<file path="src/rtl/hh_pkg.sv">
package hh_pkg;
  typedef enum logic [1:0] {
    HH_NOP     = 2'b00,
    HH_SAVE    = 2'b01,
    HH_RESTORE = 2'b10,
    HH_FLUSH   = 2'b11
  } hh_cmd_e;

  localparam int HH_HOURS_W = 8;
endpackage

</file>
<file path="src/rtl/hh_accum.sv">
module hh_accum #(
  parameter int W        = 16,
  parameter int AVG_SHIFT = 2
) (
  input  logic         clk,
  input  logic         rst_n,
  input  logic         clear,
  input  logic         seed,
  input  logic [W-1:0] seed_val,
  input  logic         seed_primed,
  input  logic         restart,
  input  logic         take,
  input  logic [W-1:0] sample,
  output logic [W-1:0] acc
);
  logic          primed;
  logic signed [W:0] diff;
  logic signed [W:0] step;
  logic [W-1:0]  avg;

  always_comb begin
    diff = $signed({1'b0, sample}) - $signed({1'b0, acc});
    step = diff >>> AVG_SHIFT;
    avg  = acc + step[W-1:0];
  end

  always_ff @(posedge clk) begin
    if (!rst_n || clear) begin
      acc    <= '0;
      primed <= 1'b0;
    end else if (seed) begin
      acc    <= seed_val;
      primed <= seed_primed;
    end else if (take) begin
      acc    <= (primed && !restart) ? avg : sample;
      primed <= 1'b1;
    end else if (restart) begin
      primed <= 1'b0;
    end
  end

  AST_CLEAR_ZEROES: assert property (@(posedge clk) disable iff (!rst_n)
    clear |=> acc == '0);
  AST_FIRST_LOADS: assert property (@(posedge clk) disable iff (!rst_n)
    (take && !clear && !seed && (restart || !primed)) |=> acc == $past(sample));
endmodule

</file>
<file path="src/rtl/hh_build.sv">
module hh_build #(
  parameter longint unsigned BUILD_CYCLES = 64'd180000000
) (
  input  logic clk,
  input  logic rst_n,
  input  logic clear,
  input  logic run,
  output logic fire,
  output logic done
);
  localparam int BW = $clog2(BUILD_CYCLES + 1);
  localparam logic [BW-1:0] LAST = BW'(BUILD_CYCLES - 1);

  logic [BW-1:0] cnt;

  assign fire = run && !done && !clear && (cnt == LAST);

  always_ff @(posedge clk) begin
    if (!rst_n || clear) begin
      cnt  <= '0;
      done <= 1'b0;
    end else if (fire) begin
      done <= 1'b1;
    end else if (run && !done) begin
      cnt <= cnt + 1'b1;
    end
  end

  AST_DONE_STICKY: assert property (@(posedge clk) disable iff (!rst_n)
    (done && !clear) |=> done);
  AST_PAUSE_UNLOCKED: assert property (@(posedge clk) disable iff (!rst_n)
    (!run && !clear) |=> $stable(cnt));
endmodule

</file>
<file path="src/rtl/hh_elapsed.sv">
module hh_elapsed #(
  parameter longint unsigned HOUR_CYCLES = 64'd720000000000
) (
  input  logic       clk,
  input  logic       rst_n,
  input  logic       holdover,
  output logic [hh_pkg::HH_HOURS_W-1:0] hours
);
  localparam int TW = $clog2(HOUR_CYCLES + 1);
  localparam logic [TW-1:0] TLAST = TW'(HOUR_CYCLES - 1);
  localparam logic [hh_pkg::HH_HOURS_W-1:0] HMAX = '1;

  logic [TW-1:0] tick;

  always_ff @(posedge clk) begin
    if (!rst_n || !holdover) begin
      tick  <= '0;
      hours <= '0;
    end else if (tick == TLAST) begin
      tick <= '0;
      if (hours != HMAX) hours <= hours + 1'b1;
    end else begin
      tick <= tick + 1'b1;
    end
  end

  AST_ZERO_OUTSIDE: assert property (@(posedge clk) disable iff (!rst_n)
    !holdover |=> hours == '0);
  AST_SATURATE: assert property (@(posedge clk) disable iff (!rst_n)
    (holdover && hours == HMAX) |=> hours == HMAX);
  AST_UNIT_STEP: assert property (@(posedge clk) disable iff (!rst_n)
    holdover |=> (hours == $past(hours) || hours == $past(hours) + 1'b1));
endmodule

</file>
<file path="src/rtl/holdover_hist_mgr.sv">
module holdover_hist_mgr #(
  parameter int              W            = 16,
  parameter int              AVG_SHIFT    = 2,
  parameter longint unsigned BUILD_CYCLES = 64'd180000000,
  parameter longint unsigned HOUR_CYCLES  = 64'd720000000000
) (
  input  logic         clk,
  input  logic         rst_n,
  input  logic         smp_valid,
  output logic         smp_ready,
  input  logic [W-1:0] smp_data,
  input  logic         locked,
  input  logic         holdover,
  input  logic         ref_switch,
  input  logic         keep_on_switch,
  input  logic         cmd_valid,
  input  logic [1:0]   cmd,
  output logic [1:0]   cmd_last,
  output logic [W-1:0] active_hist,
  output logic [W-1:0] backup_hist,
  output logic         hist_avail,
  output logic         build_done,
  output logic [W-1:0] freq_word,
  output logic [7:0]   ho_hours
);
  import hh_pkg::*;

  logic         do_save, do_restore, do_flush, rebuild, take, fire, bkp_avail;
  logic [W-1:0] acc;

  assign smp_ready  = 1'b1;
  assign do_save    = cmd_valid && (cmd == HH_SAVE);
  assign do_restore = cmd_valid && (cmd == HH_RESTORE);
  assign do_flush   = cmd_valid && (cmd == HH_FLUSH);
  assign rebuild    = ref_switch && !keep_on_switch && !do_flush && !do_restore;
  assign take       = smp_valid && locked && !do_flush && !do_restore;

  hh_accum #(.W(W), .AVG_SHIFT(AVG_SHIFT)) i_accum (
    .clk(clk), .rst_n(rst_n), .clear(do_flush), .seed(do_restore),
    .seed_val(backup_hist), .seed_primed(bkp_avail), .restart(rebuild),
    .take(take), .sample(smp_data), .acc(acc)
  );

  hh_build #(.BUILD_CYCLES(BUILD_CYCLES)) i_build (
    .clk(clk), .rst_n(rst_n), .clear(do_flush || do_restore || rebuild),
    .run(locked), .fire(fire), .done(build_done)
  );

  hh_elapsed #(.HOUR_CYCLES(HOUR_CYCLES)) i_elapsed (
    .clk(clk), .rst_n(rst_n), .holdover(holdover), .hours(ho_hours)
  );

  always_ff @(posedge clk) begin
    if (!rst_n) begin
      active_hist <= '0;
      hist_avail  <= 1'b0;
    end else if (do_flush) begin
      active_hist <= '0;
      hist_avail  <= 1'b0;
    end else if (do_restore) begin
      active_hist <= backup_hist;
      hist_avail  <= bkp_avail;
    end else if (fire) begin
      active_hist <= acc;
      hist_avail  <= 1'b1;
    end else if (build_done && !rebuild) begin
      active_hist <= acc;
    end
  end

  always_ff @(posedge clk) begin
    if (!rst_n) begin
      backup_hist <= '0;
      bkp_avail   <= 1'b0;
    end else if (do_save) begin
      backup_hist <= active_hist;
      bkp_avail   <= hist_avail;
    end
  end

  always_ff @(posedge clk) begin
    if (!rst_n)         cmd_last <= HH_NOP;
    else if (cmd_valid) cmd_last <= cmd;
  end

  always_ff @(posedge clk) begin
    if (!rst_n)                        freq_word <= '0;
    else if (smp_valid && locked)      freq_word <= smp_data;
    else if (holdover && hist_avail)   freq_word <= active_hist;
  end

  AST_CMD_LATCHED: assert property (@(posedge clk) disable iff (!rst_n)
    cmd_valid |=> cmd_last == $past(cmd));
  AST_SAVE_COPIES: assert property (@(posedge clk) disable iff (!rst_n)
    do_save |=> backup_hist == $past(active_hist));
  AST_FLUSH_KEEPS_BACKUP: assert property (@(posedge clk) disable iff (!rst_n)
    do_flush |=> (backup_hist == $past(backup_hist) && !hist_avail && !build_done
                  && active_hist == '0));
  AST_RESTORE_LOADS: assert property (@(posedge clk) disable iff (!rst_n)
    do_restore |=> (active_hist == $past(backup_hist) && !build_done));
  AST_DONE_IMPLIES_AVAIL: assert property (@(posedge clk) disable iff (!rst_n)
    build_done |-> hist_avail);
  AST_HOLD_NO_HISTORY: assert property (@(posedge clk) disable iff (!rst_n)
    (holdover && !hist_avail && !(smp_valid && locked)) |=> $stable(freq_word));
endmodule

</file>
<file path="config.mk">
export PLATFORM = sky130hd
export DESIGN_NAME = holdover_hist_mgr
export DESIGN_NICKNAME = d
export VERILOG_FILES = /design/src/rtl/hh_pkg.sv /design/src/rtl/hh_accum.sv /design/src/rtl/hh_build.sv /design/src/rtl/hh_elapsed.sv /design/src/rtl/holdover_hist_mgr.sv
export SDC_FILE = /design/constraint.sdc
export NUM_CORES = 1
export LEC_CHECK = 0
export ABC_AREA = 0
export BUFFER_PORTS_ARGS = -buffer_cell sky130_fd_sc_hd__buf_2
export CELL_PAD_IN_SITES_DETAIL_PLACEMENT = 1
export CELL_PAD_IN_SITES_GLOBAL_PLACEMENT = 1
export CORE_UTILIZATION = 30
export CTS_CLUSTER_SIZE = 25
export DETAILED_ROUTE_END_ITERATION = 7
export PLACE_DENSITY = 0.63
export SYNTH_ARGS = -nofsm -noshare
export SYNTH_HDL_FRONTEND = slang
export SYNTH_HIERARCHICAL = 1
export SYNTH_SLANG_ARGS = --single-unit
</file>
<file path="constraint.sdc">
create_clock -name clk -period 6.2 [get_ports clk]
set_input_delay 1.24 -clock clk [delete_from_list [all_inputs] [get_ports clk]]
set_output_delay 1.24 -clock clk [all_outputs]
set_load 0.01 [all_outputs]
</file>
## After elaboration in Yosys (flattened, before gate mapping)

Index checks and enable logic that the tools add are counted.

| operators by class | value |
|---|---|
| add/subtract/negate cells | 5 |
| equal/unequal tests | 6 |
| multiplexer cells | 13 |
| bitwise operators | 2 |
| reductions and logical operators | 37 |

Operators by type and width:

| cell | number |
|---|---|
| $mux W16 | 8 |
| $add A40 B1 Y40 const B | 1 |
| $eq A40 B40 Y1 const B | 1 |
| $add A28 B1 Y28 const B | 1 |
| $eq A28 B28 Y1 const B | 1 |
| $sub A16 B16 Y17 | 1 |
| $add A16 B16 Y16 | 1 |
| $logic_and A1 B1 Y1 | 15 |
| $add A8 B1 Y8 const B | 1 |
| $logic_not A1 Y1 | 8 |
| $ne A8 B8 Y1 const B | 1 |
| $reduce_bool A2 Y1 | 3 |
| $reduce_bool A3 Y1 | 2 |
| $logic_or A1 B1 Y1 | 5 |
| $mux W1 | 5 |
| $eq A2 B2 Y1 const B | 2 |
| $reduce_and A2 Y1 | 2 |
| $reduce_or A2 Y1 | 2 |
| $eq A2 B1 Y1 const B | 1 |
| $not A1 Y1 | 2 |

| storage, ports and cells | value |
|---|---|
| register bits | 146 |
| input port bits | 26 |
| output and inout port bits | 61 |

## Depth between registers and ports, before layout

| depth | value |
|---|---|
| depth in word-level cells | 11 |
| mapped depth | 18 |
| gate-level depth less buffers | 17 |

## Cells and area by module

The synthesis kept the hierarchy.

By module, submodules not included:

| module | instances | cells an instance | area an instance (µm²) |
|---|---|---|---|
| hh_accum | 1 | 329 | 2,429.8 |
| holdover_hist_mgr | 1 | 268 | 2,318.5 |
| hh_elapsed | 1 | 254 | 2,210.9 |
| hh_build | 1 | 174 | 1,524.0 |

## Worst setup path before layout

No wires, ideal clock.

| timing | value |
|---|---|
| path type | input to register |
| start point | in smp_data[6] |
| end point | reg i_accum.acc[15] |
| data arrival time | 4.094 ns |
| required time | 6.121 ns |
| slack | 2.027 ns |
| stages on the path | 17 |
| buffers on the path | 1 |
| path through | ha_1 > and2_1 > a221oi_2 > inv_1 > o211ai_2 > a31oi_2 > a21oi_1 > xnor2_1 > ha_1 > clkbuf_1 > nand2_1 > o21a_1 > a21o_1 > a21oi_1 > nand4b_1 > xnor2_1 > a211oi_2 |

| between the ends | value |
|---|---|
| word-level cells in the longest chain between the ends | 5 |

Ends and longest elaborated chain:

| element | RTL line | source |
|---|---|---|
| from (decl) | holdover_hist_mgr.sv:11 | `input logic [W-1:0] smp_data,` |
| $sub A16 B16 Y17 | hh_accum.sv:22 | `diff = $signed({1'b0, sample}) - $signed({1'b0, acc});` |
| $add A16 B16 Y16 | hh_accum.sv:24 | `avg = acc + step[W-1:0];` |
| $mux W16 | hh_accum.sv:35 | `acc <= (primed && !restart) ? avg : sample;` |
| $mux W16 | hh_accum.sv:34 | `end else if (take) begin` |
| $mux W16 | hh_accum.sv:31 | `end else if (seed) begin` |
| to (signal assigned) | hh_accum.sv:32 | `acc <= seed_val;` |
| to (signal assigned) | hh_accum.sv:35 |  |
| to (decl) | hh_accum.sv:14 | `output logic [W-1:0] acc` |

Every way passes these cells. The select of a mux whose other input is x is not followed.
A chain may end at the register's enable or synchronous reset.

## Worst setup path in the final report

Same ends and word-level chain as after synthesis.

==> impl_metrics.tcl <==
set metrics [dict create \
    outcome "finished, final reports clean" \
    layout-drive-gt1-share 0.1521 \
    start_util 0.3054 \
    yosys.area.top_type "dfxtp_1" \
    hold_class "reg -> reg" \
    vias 7613 \
    clock_sinks 146 \
    syn_nets 1087 \
    synth_cell_types 83 \
    arrival_ps 4680 \
    place.gp.congestion 0.8357 \
    total_power_mw 2.459 \
    fin_nets 1147 \
    power_density_mw_per_mm2 250.2 \
    end_kind "flop" \
    rows 61 \
    synth.avg_cell_area_um2 8.276 \
    ys_ff_latch 146 \
    cts_tree "done" \
    worst_slew_pin_slew_ps 1152 \
    p_leak_nw 3.916 \
    clock_path_buffers 2 \
    drc 0 \
    ff2ff_setup_slack_ps 2320 \
    reg2reg_depth 15 \
    gr-usage-all-layers 0.1831 \
    setup_tns_ps 0 \
    layout_commonest_cell "dfxtp_1" \
    layout_common_cells "dfxtp_1, nor2_1, nand2_1" \
    die_width_um 170.2 \
    drv_cap 0 \
    worstReg2RegEnd "i_accum/acc[15]" \
    rsz0062_at_grt "false" \
    ctsHoldBuffers 0 \
    yosysWarnings 6 \
    final.setup.worst_slack_ps 1859 \
    ir_drop_uv 183.1 \
    synthesis.area_mm2 0.008483 \
    min_to "i_elapsed/tick[0]" \
    post-route-period-util 0.7001 \
    grt_overflow 0 \
    synth_cells 1025 \
    async_flop_share 0 \
    slew-limit-headroom 0.2304 \
    nFillCells 3379 \
    die_h_um 170.2 \
    place_ws_ps 1483 \
    fp.dieArea_mm2 0.02895 \
    ys_seq_area_frac 0.3445 \
    cp_max_fo 5 \
    setup_viol 0 \
    core-area_mm2 0.02778 \
    clock-root-buffer "clkbuf_16" \
    hold_viol 0 \
    antenna_found_initial 0 \
    syn2layout_area_growth_pct 15.88 \
    io_buffers 85 \
    finalWirelength_mm 25.83 \
    crit_type "in -> reg" \
    numCtsBuffers 17 \
    skew_ps 11.83 \
    holdPathStages 1 \
    ys.flop_type "dfxtp_1" \
    first_global_vias 7645 \
    insertion_delay_ps 420 \
    grt_pass1_wl_mm 41.88 \
    r2r_start "i_accum/acc[6]" \
    synth-edff-count 0 \
    synth_area_leaders "dfxtp_1, ha_1, nor2_1" \
    htree_num_levels 4 \
    io_pins 87 \
    clkTransAtPathRegs_ps 70 \
    cp.required_ps 6540 \
    timing.fmax_mhz 230.4 \
    period_needed_ps 4341 \
    n_antenna_cell 0 \
    yosys.area.top_type_share 0.3445 \
    drt-pass1-iter-count 5 \
    post_cts_buffers 0 \
    drtIter0Drc 347 \
    final_antenna_net_count 0 \
    cts_resized 0 \
    min-delay-start "i_elapsed/tick[0]" \
    worst_setup_path_start_kind "input pin" \
    grt_max_degree 40 \
    dp_hpwl_mm 19.38 \
    final_max_slew_viol_count 0 \
    vias_per_cell 5.158 \
    drt-wirelength-per-cell_um 17.50 \
]
==> worst max-delay path, stage by stage <==
cell       delay [ps]
buf_2             130
ha_1              340
and2_1            180
nand2_1            90
or3_1             360
a21boi_1          280
o21ai_1           150
o311ai_1          310
ha_1              360
a21o_1            240
a31oi_1           270
a2111oi_0         160
nand4b_1          220
xnor2_1           150
a211oi_2          200
==> final cells by class <==
class	count	area, µm²	area share
clock inverters	14	178.9	0.01820
clock buffers	18	439.2	0.04467
flip-flops and latches	146	2923	0.2973
inverters	37	138.9	0.01413
repair buffers	95	500.5	0.05091
multi-input cells	788	5177	0.5267
well taps	378	473.0	0.04811
==> cells in the mapped netlist (all sizes together) (16+ instances only) <==
library cell / instances
ha: 35
xnor2: 42
o211a: 16
inv: 37
nand2: 103
buf: 20
nand3: 70
nor3: 24
o31ai: 19
a21oi: 64
mux2i: 24
xor2: 35
a211oi: 16
clkbuf: 34
nor2: 111
dfxtp: 146
o21ai: 25
nand4: 30
a21boi: 20
==> cell families after synthesis <==
group | share of synthesized area
buffers and inverters | 0.04734
muxes | 0.03009
xor gates and xnor gates | 0.07950
adders and majority gates | 0.05398
other | 0.0004421
and+or+nand+nor | 0.2677
DFF | 0.3445
AOI/OAI and AO/OA | 0.1764
==> metal layers <==
metal,routed length (µm),vias to the layer above,GRT usage
li1,-,3779,-
met1,13030,3710,0.2532
met2,11850,109,0.2979
met3,722,15,0.02535
met4,233,0,0.04583
met5,0,-,0
==> worst max path at each step <==
stage | to | cells after the start | from | slack (ps)
floorplan | i_accum/acc[15] | 17 | smp_data[6] | 2030
global placement | i_accum/acc[15] | 15 | smp_data[6] | 1640
detailed placement | i_accum/acc[15] | 15 | smp_data[6] | 1480
CTS | i_accum/acc[15] | 15 | smp_data[6] | 1910
global route | i_accum/acc[15] | 17 | smp_data[6] | 1600
finish | i_accum/acc[15] | 15 | smp_data[6] | 1860
==> through the flow <==
stage               utilization  std cells  instance area, µm²  hold WS (ps)
floorplan                     -       1025                8483         441.2
finish                   0.3539       1476                9831         475.1
detailed placement       0.3316       1444                9213         466.9
global route             0.3539       1476                9831         507.1
CTS                      0.3539       1476                9831         484.7
global placement         0.3316       1444                9213         462.5
==> state kept, by name, indices dropped and copies added (netlist names) <==
name             cells
i_elapsed/tick      40
i_build/cnt         28
active_hist         16
backup_hist         16
freq_word           16
i_accum/acc         16
i_elapsed/hours      8
cmd_last             2
bkp_avail            1
hist_avail           1
i_accum/primed       1
i_build/done         1
==> power by group <==
group / switching [mW] / internal, mW / leakage [nW]
logic: 0.241 / 0.151 / 2.43
clock network: 0.431 / 0.651 / 0.299
registers: 0.0255 / 0.960 / 1.18
No activity file was read; power rests on OpenSTA's default activity.
